==> src/rtl/disp_wr_pkg.sv <==
package disp_wr_pkg;
  typedef enum logic {
    ACC_RAND = 1'b0,
    ACC_SEQ  = 1'b1
  } acc_mode_e;

  function automatic int blank_bit(input int dw);
    return dw - 1;
  endfunction
endpackage

==> src/rtl/disp_strobe_sync.sv <==
module disp_strobe_sync (
  input  logic clk_i,
  input  logic rst_ni,
  input  logic strb_i,
  output logic level_o,
  output logic open_o,
  output logic close_o
);
  logic s1_q, s2_q, s3_q;

  always_ff @(posedge clk_i or negedge rst_ni) begin
    if (!rst_ni) begin
      s1_q <= 1'b0;
      s2_q <= 1'b0;
      s3_q <= 1'b0;
    end else begin
      s1_q <= strb_i;
      s2_q <= s1_q;
      s3_q <= s2_q;
    end
  end

  assign level_o = s2_q;
  assign open_o  = s2_q & ~s3_q;
  assign close_o = ~s2_q & s3_q;
endmodule

==> src/rtl/disp_wr_seq.sv <==
module disp_wr_seq
  import disp_wr_pkg::*;
#(
  parameter int DEPTH = 8,
  parameter int DW    = 6,
  localparam int AW   = $clog2(DEPTH),
  localparam int CW   = $clog2(DEPTH + 1)
) (
  input  logic          clk_i,
  input  logic          rst_ni,
  input  logic          clr_rst_ni,
  input  logic          level_i,
  input  logic          open_i,
  input  logic          close_i,
  input  logic          mode_i,
  input  logic [AW-1:0] addr_i,
  input  logic [DW-1:0] data_i,
  output logic          we_o,
  output logic [AW-1:0] waddr_o,
  output logic [DW-1:0] wdata_o,
  output logic          seq_o,
  output logic          full_o,
  output logic          oe_o,
  output logic          active_o,
  output logic [CW-1:0] cnt_o
);
  acc_mode_e     mode_q;
  logic [AW-1:0] addr_q;
  logic [DW-1:0] data_q;
  logic          go_q, oe_q;
  logic [CW-1:0] cnt_q;
  logic          full;

  assign full = (cnt_q == CW'(DEPTH));

  always_ff @(posedge clk_i or negedge rst_ni) begin
    if (!rst_ni) begin
      mode_q <= ACC_RAND;
      addr_q <= '0;
      data_q <= '0;
      go_q   <= 1'b0;
      oe_q   <= 1'b0;
    end else begin
      if (level_i) data_q <= data_i;
      if (open_i) begin
        mode_q <= acc_mode_e'(mode_i);
        addr_q <= addr_i;
        // sequential: addr bit0 is serial enable
        go_q   <= mode_i ? (addr_i[0] & ~full) : 1'b1;
        if (!mode_i) oe_q <= 1'b0;
      end
      if (close_i) begin
        go_q <= 1'b0;
        oe_q <= (mode_q == ACC_SEQ);
      end
    end
  end

  always_ff @(posedge clk_i or negedge clr_rst_ni) begin
    if (!clr_rst_ni) cnt_q <= '0;
    else if (close_i && go_q && mode_q == ACC_SEQ) cnt_q <= cnt_q + 1'b1;
  end

  assign we_o     = close_i & go_q;
  assign waddr_o  = (mode_q == ACC_SEQ) ? cnt_q[AW-1:0] : addr_q;
  assign wdata_o  = data_q;
  assign seq_o    = (mode_q == ACC_SEQ);
  assign full_o   = full;
  assign oe_o     = oe_q;
  assign active_o = go_q;
  assign cnt_o    = cnt_q;
endmodule

==> src/rtl/disp_char_buf.sv <==
module disp_char_buf #(
  parameter int DEPTH  = 8,
  parameter int DW     = 6,
  localparam int AW    = $clog2(DEPTH),
  localparam logic [DW-1:0] BLANK = DW'(1) << (DW - 1)
) (
  input  logic          clk_i,
  input  logic          rst_ni,
  input  logic          we_i,
  input  logic [AW-1:0] waddr_i,
  input  logic [DW-1:0] wdata_i,
  input  logic [AW-1:0] raddr_i,
  output logic [DW-1:0] rdata_o
);
  logic [DW-1:0] mem [DEPTH];

  for (genvar i = 0; i < DEPTH; i++) begin : g_ent
    always_ff @(posedge clk_i or negedge rst_ni) begin
      if (!rst_ni) mem[i] <= BLANK;
      else if (we_i && waddr_i == AW'(i)) mem[i] <= wdata_i;
    end
  end

  assign rdata_o = mem[raddr_i];
endmodule

==> src/rtl/disp_wr_ctrl.sv <==
module disp_wr_ctrl #(
  parameter int DEPTH = 8,
  parameter int DW    = 6,
  localparam int AW   = $clog2(DEPTH),
  localparam int CW   = $clog2(DEPTH + 1)
) (
  input  logic          clk_i,
  input  logic          rst_ni,
  input  logic [DW-1:0] data_i,
  input  logic          wr_ni,
  input  logic          cs_i,
  input  logic          mode_i,
  input  logic [AW-1:0] addr_i,
  input  logic          shdn_i,
  output logic          full_o,
  output logic          full_oe_o,
  input  logic [AW-1:0] rd_addr_i,
  output logic [DW-1:0] rd_data_o,
  output logic          wr_active_o
);
  logic          level, open_evt, close_evt;
  logic          we, seq_mode, full_int, oe;
  logic [AW-1:0] waddr;
  logic [DW-1:0] wdata;
  logic [CW-1:0] seq_cnt;
  logic          clr_rst_n;

  disp_strobe_sync u_sync (
    .clk_i   (clk_i),
    .rst_ni  (rst_ni),
    .strb_i  (cs_i & ~wr_ni),
    .level_o (level),
    .open_o  (open_evt),
    .close_o (close_evt)
  );

  // clear pin acts only while sequential mode is latched
  assign clr_rst_n = rst_ni & ~(seq_mode & ~addr_i[1]);

  disp_wr_seq #(.DEPTH(DEPTH), .DW(DW)) u_seq (
    .clk_i      (clk_i),
    .rst_ni     (rst_ni),
    .clr_rst_ni (clr_rst_n),
    .level_i    (level),
    .open_i     (open_evt),
    .close_i    (close_evt),
    .mode_i     (mode_i),
    .addr_i     (addr_i),
    .data_i     (data_i),
    .we_o       (we),
    .waddr_o    (waddr),
    .wdata_o    (wdata),
    .seq_o      (seq_mode),
    .full_o     (full_int),
    .oe_o       (oe),
    .active_o   (wr_active_o),
    .cnt_o      (seq_cnt)
  );

  disp_char_buf #(.DEPTH(DEPTH), .DW(DW)) u_buf (
    .clk_i   (clk_i),
    .rst_ni  (clr_rst_n),
    .we_i    (we),
    .waddr_i (waddr),
    .wdata_i (wdata),
    .raddr_i (rd_addr_i),
    .rdata_o (rd_data_o)
  );

  assign full_oe_o = oe;
  assign full_o    = oe & full_int & ~shdn_i;
endmodule

==> config.mk <==
export PLATFORM = sky130hd
export DESIGN_NAME = disp_wr_ctrl
export DESIGN_NICKNAME = d
export VERILOG_FILES = /design/src/rtl/disp_wr_pkg.sv /design/src/rtl/disp_strobe_sync.sv /design/src/rtl/disp_wr_seq.sv /design/src/rtl/disp_char_buf.sv /design/src/rtl/disp_wr_ctrl.sv
export SDC_FILE = /design/constraint.sdc
export NUM_CORES = 1
export LEC_CHECK = 0
export ABC_AREA = 1
export BUFFER_PORTS_ARGS = -buffer_cell sky130_fd_sc_hd__buf_4
export CAP_MARGIN = 5
export CORE_ASPECT_RATIO = 0.6
export CORE_MARGIN = 2
export CORE_UTILIZATION = 45
export DETAILED_ROUTE_END_ITERATION = 16
export SYNTH_ARGS = -nofsm -noshare
export SYNTH_HDL_FRONTEND = slang
export SYNTH_SLANG_ARGS = --single-unit
==> constraint.sdc <==
create_clock -name clk_i -period 6.1 [get_ports clk_i]
set_input_delay 0.305 -clock clk_i [delete_from_list [all_inputs] [get_ports clk_i]]
set_output_delay 0.305 -clock clk_i [all_outputs]
set_load 0.005 [all_outputs]
==> impl_results.rst <==
.. list-table::
   :header-rows: 1

   * - Metric
     - Value
   * - Total Negative Setup Slacks
     - 0 ns
   * - Top cells by area, synth
     - sky130_fd_sc_hd__dfrtp_1 43%, sky130_fd_sc_hd__nand2_1 26%, sky130_fd_sc_hd__dfstp_2 6.2%
   * - First-pass GRT wire length
     - between 10,000 and 15,000 um
   * - All-Layer GR Usage
     - about 22%
   * - Detailed-route via count
     - roughly 2,900
   * - Highest Clock Rate
     - about 470 MHz
   * - Dominant combinational cell family by area after synthesis
     - simple AND/OR/NAND/NOR gates
   * - Area added between synthesis and finish
     - 16.6%
   * - Resize count post-CTS
     - 0
   * - Leakage power
     - 0.00217 uW
   * - Required time worst endpoint
     - 6.32 ns
   * - Syn avg cell area
     - 7.56 sq um
   * - GP Congestion
     - roughly 0.90
   * - Slack of the worst reg-to-reg path
     - around 4.0 ns
   * - Core Area
     - 7300 sq um
   * - Number of global-route vias before repair
     - ~2,700
   * - Antenna violations before repair
     - 0
   * - Cts bufs inserted
     - 9
   * - Number of I/O pins
     - 27
   * - Starting Density
     - between 40% and 50%
   * - Clock-pin slew on the worst setup and hold paths
     - roughly 0.050 ns
   * - Full die area
     - roughly 8300 sq um
   * - Data arrival, critical path
     - around 2.4 ns
   * - Worst R2R End
     - u_buf.mem[43]$_DFFE_PN0P_
   * - Register bit count reported by yosys
     - 67
   * - Share of the synthesized area in the top cell type
     - roughly 43%
   * - Half-perimeter wire length after placement
     - a little under 6000 um
   * - Library cell with the highest instance count after synthesis
     - sky130_fd_sc_hd__nand2_1
   * - Fraction of registers with async set/reset
     - 100%
   * - Crit path max-delay cell type
     - sky130_fd_sc_hd__dfrtp_1
   * - Total buffers and inverters traversed by the critical path
     - 1
   * - Number of antenna-violating nets in the routed design
     - 0
   * - Critical path destination
     - u_buf.mem[43]$_DFFE_PN0P_
   * - Met2 Track Usage GR
     - roughly 30%
   * - Final number of max-transition violations
     - 0
   * - GRT met1 Usage
     - between 30% and 40%
   * - Cell count of the worst reg-to-reg path
     - 7
   * - Part of the cycle the worst path needs
     - a little over a third
   * - Summed instance area of the synthesized netlist
     - approximately 3400 sq um
   * - Top post-synthesis cells by count
     - 241 x sky130_fd_sc_hd__nand2_1, 59 x sky130_fd_sc_hd__dfrtp_1, 41 x sky130_fd_sc_hd__nand3_1, 27 x sky130_fd_sc_hd__inv_1, 15 x sky130_fd_sc_hd__o21ai_0
   * - Beginning of the worst hold path
     - wr_ni
   * - Post-Synth Simple-Gate Area
     - about two fifths
   * - Transition at the pin with the smallest max-transition slack
     - between 0.7 and 0.8 ns
   * - Clk root buf
     - sky130_fd_sc_hd__clkbuf_16
   * - Longest individual stage delay on the worst path
     - approximately 0.47 ns
   * - Compound-Gate Fraction of Synth Area
     - approximately 3.5%
   * - Clk sink count
     - 67
   * - Antenna cell count
     - 0
   * - Clock latency of the later-clocked register in the worst-skew pair
     - approximately 0.33 ns
   * - Count of cells along the worst hold path
     - 2
   * - H-Tree Level Count
     - 3
   * - Number of gates on the worst path with buffers counted
     - 7
   * - Final count of hold timing violations
     - 0
   * - CP max FO
     - 28
   * - Aggregate global routing overflow
     - 0
   * - Number of nets in the finished design
     - around 500
   * - Fraction of synthesized area in multiplexers
     - less than 1%
   * - Crit Reg-Reg Startpoint
     - u_sync.level_o$_DFF_PN0_
   * - Type of the worst setup path
     - reg2reg
   * - Gate family responsible for the most delay along the worst path
     - simple AND/OR/NAND/NOR gates
   * - XOR/XNOR share of the synthesized area
     - less than 1%
   * - Clock skew after layout
     - approximately 0.0053 ns
   * - Number of setup violations in the final report
     - 0
   * - Final worst path period need
     - 2.14 ns
   * - Dominant synthesized flop cell
     - sky130_fd_sc_hd__dfrtp_1
   * - Count of buffers from port buffering
     - 26
   * - Crit path cell chain
     - inv_1, ha_1, nand2_1, nor2_8, nand2_1, nand2_1, nand2_1
   * - CTS tree
     - done
   * - Synth Area in Adders
     - about 1.5%
   * - Layer with the highest usage
     - met1
   * - Die width
     - between 100 and 150 um
   * - Post-detailed-route wirelength per cell
     - around 14 um
   * - Placement row count
     - 24
   * - Die Y-Extent
     - about 71 um
   * - Post-synth top area cell
     - sky130_fd_sc_hd__dfrtp_1
   * - Result of the run
     - complete, no violations
   * - Post-synthesis cell type count
     - 25
   * - Rel. slew slack
     - 51.5%
   * - EDFF count, synth
     - 0
   * - Total detailed-routing wirelength
     - around 8300 um
   * - Post-synthesis sequential area ratio
     - between 40% and 50%
   * - Deepest clock path buffer count
     - 2
   * - GR met3 Demand/Resource
     - under 10%
   * - Count of routing violations after the opening detailed-route iteration
     - around 150
   * - Total power
     - around 1600 uW
   * - Syn nets
     - roughly 470
   * - Maximum number of pins on one net before global-route repair
     - 29
   * - Worst min-delay path class
     - in2reg
   * - Total number of yosys warnings
     - 0
   * - Layout cell share with drive strength beyond 1
     - 15.2%
   * - VDD IR max
     - about 0.18 mV
   * - First-pass iteration count of the detailed router
     - 5
   * - Detailed-route DRC error count
     - 0
   * - Vias per std cell
     - 4.90
   * - Setup repair after global routing missed its margin
     - no
   * - Power density normalized to cell area
     - 408 nW/um^2
   * - Post-Synthesis Cells
     - 452
   * - Most prevalent standard cell on the critical path
     - sky130_fd_sc_hd__nand2_1
   * - Critical path capture point type
     - register
   * - Worst setup path startpoint
     - u_sync.level_o$_DFF_PN0_
   * - Kind of start point of the critical path
     - register
   * - Max-cap violations
     - 0
-- worst min path at each step --
stage / end / slack [ns]
after floorplan: u_seq.active_o$_DFFE_PN0P_ / 0.009
after global placement: u_seq.active_o$_DFFE_PN0P_ / 0.17
after detailed placement: u_sync.s1_q$_DFF_PN0_ / 0.18
after CTS: u_sync.s1_q$_DFF_PN0_ / 0.11
after global routing: u_sync.s1_q$_DFF_PN0_ / 0.12
final: u_sync.s1_q$_DFF_PN0_ / 0.12
-- metal layers --
metal  share of wire, %  vias up  wire length (um)
met2                 39       64              3230
met4                1.2        0                98
met3                5.2       11               433
met5                  0        -                 0
li1                   -     1446                 -
met1                 54     1335              4480
-- final cells by class --
| type | instances | area, sq um |
|---|---|---|
| Fill cell | 697 | 3310 |
| Clock inverter | 5 | 77.6 |
| Sequential cell | 67 | 1690 |
| Tap cell | 104 | 130 |
| Clock buffer | 11 | 233 |
| Inverter | 28 | 108 |
| Multi-Input combinational cell | 340 | 1540 |
| Timing Repair Buffer | 28 | 213 |
-- logic make-up after synthesis --
family                   Yosys count
XOR/XNOR                           2
multiplexers                       1
AND/OR/NAND/NOR                  312
flip-flops                        67
buffers and inverters             45
adder cells (fa/ha/maj)            4
AO/OA/AOI/OAI                     21
-- metrics by stage --
stage | area, sq um | std cells | util, % | hold slack, ns | setup WS [ns]
finish | 3980 | 583 | 54.6 | 0.119 | 3.96
global route | 3980 | 583 | 54.6 | 0.120 | 3.76
CTS | 3980 | 583 | 54.6 | 0.108 | 3.98
detailed placement | 3660 | 566 | 50.2 | 0.178 | 3.99
global placement | 3660 | 566 | 50.2 | 0.174 | 4.00
floorplan | 3420 | 452 | - | 0.00941 | 4.00
-- state kept, by name, indices dropped and copies added, names as in the netlist --
name / flops
u_seq.cnt_o: 4
u_buf.mem: 48
u_sync.level_o: 1
u_sync.s3_q: 1
u_seq.oe_o: 1
u_seq.seq_o: 1
u_seq.wdata_o: 6
u_sync.s1_q: 1
u_seq.addr_q: 3
u_seq.active_o: 1
-- cell usage in the layout, fill, tap and decap left out --
master / synthesis / layout
sky130_fd_sc_hd__nor2_2: 3 / 3
sky130_fd_sc_hd__o21ai_0: 15 / 15
sky130_fd_sc_hd__nor2_8: 1 / 1
sky130_fd_sc_hd__clkbuf_1: 10 / 2
sky130_fd_sc_hd__dlygate4sd3_1: 0 / 1
sky130_fd_sc_hd__nor2_4: 4 / 4
sky130_fd_sc_hd__inv_1: 27 / 27
sky130_fd_sc_hd__inv_4: 1 / 1
sky130_fd_sc_hd__dfstp_2: 8 / 8
sky130_fd_sc_hd__bufinv_16: 0 / 2
sky130_fd_sc_hd__nand3_1: 41 / 41
sky130_fd_sc_hd__clkinvlp_4: 0 / 1
sky130_fd_sc_hd__nand2_2: 6 / 6
sky130_fd_sc_hd__nand2_4: 6 / 6
sky130_fd_sc_hd__dfrtp_1: 59 / 59
sky130_fd_sc_hd__a21oi_4: 1 / 1
sky130_fd_sc_hd__clkinv_2: 0 / 2
sky130_fd_sc_hd__nor3_1: 1 / 1
sky130_fd_sc_hd__buf_4: 3 / 27
sky130_fd_sc_hd__nand2_1: 241 / 241
sky130_fd_sc_hd__xor2_1: 2 / 2
sky130_fd_sc_hd__o21ai_1: 2 / 2
sky130_fd_sc_hd__nor2_1: 9 / 9
sky130_fd_sc_hd__o21a_2: 0 / 1
sky130_fd_sc_hd__ha_1: 4 / 4
sky130_fd_sc_hd__a21oi_1: 2 / 2
sky130_fd_sc_hd__mux2_2: 1 / 1
sky130_fd_sc_hd__clkbuf_16: 0 / 9
-- power by group --
group | internal (uW) | switching, uW
registers | 592 | 115
clock network | 356 | 185
logic | 140 | 236
-- repair_timing --
action / CTS / global route
buffers inserted: 0 / 0
hold buffers: 1 / 0
hold endpoints to repair: 15 / 0
Note: power is estimated with default switching activity, not from simulation.
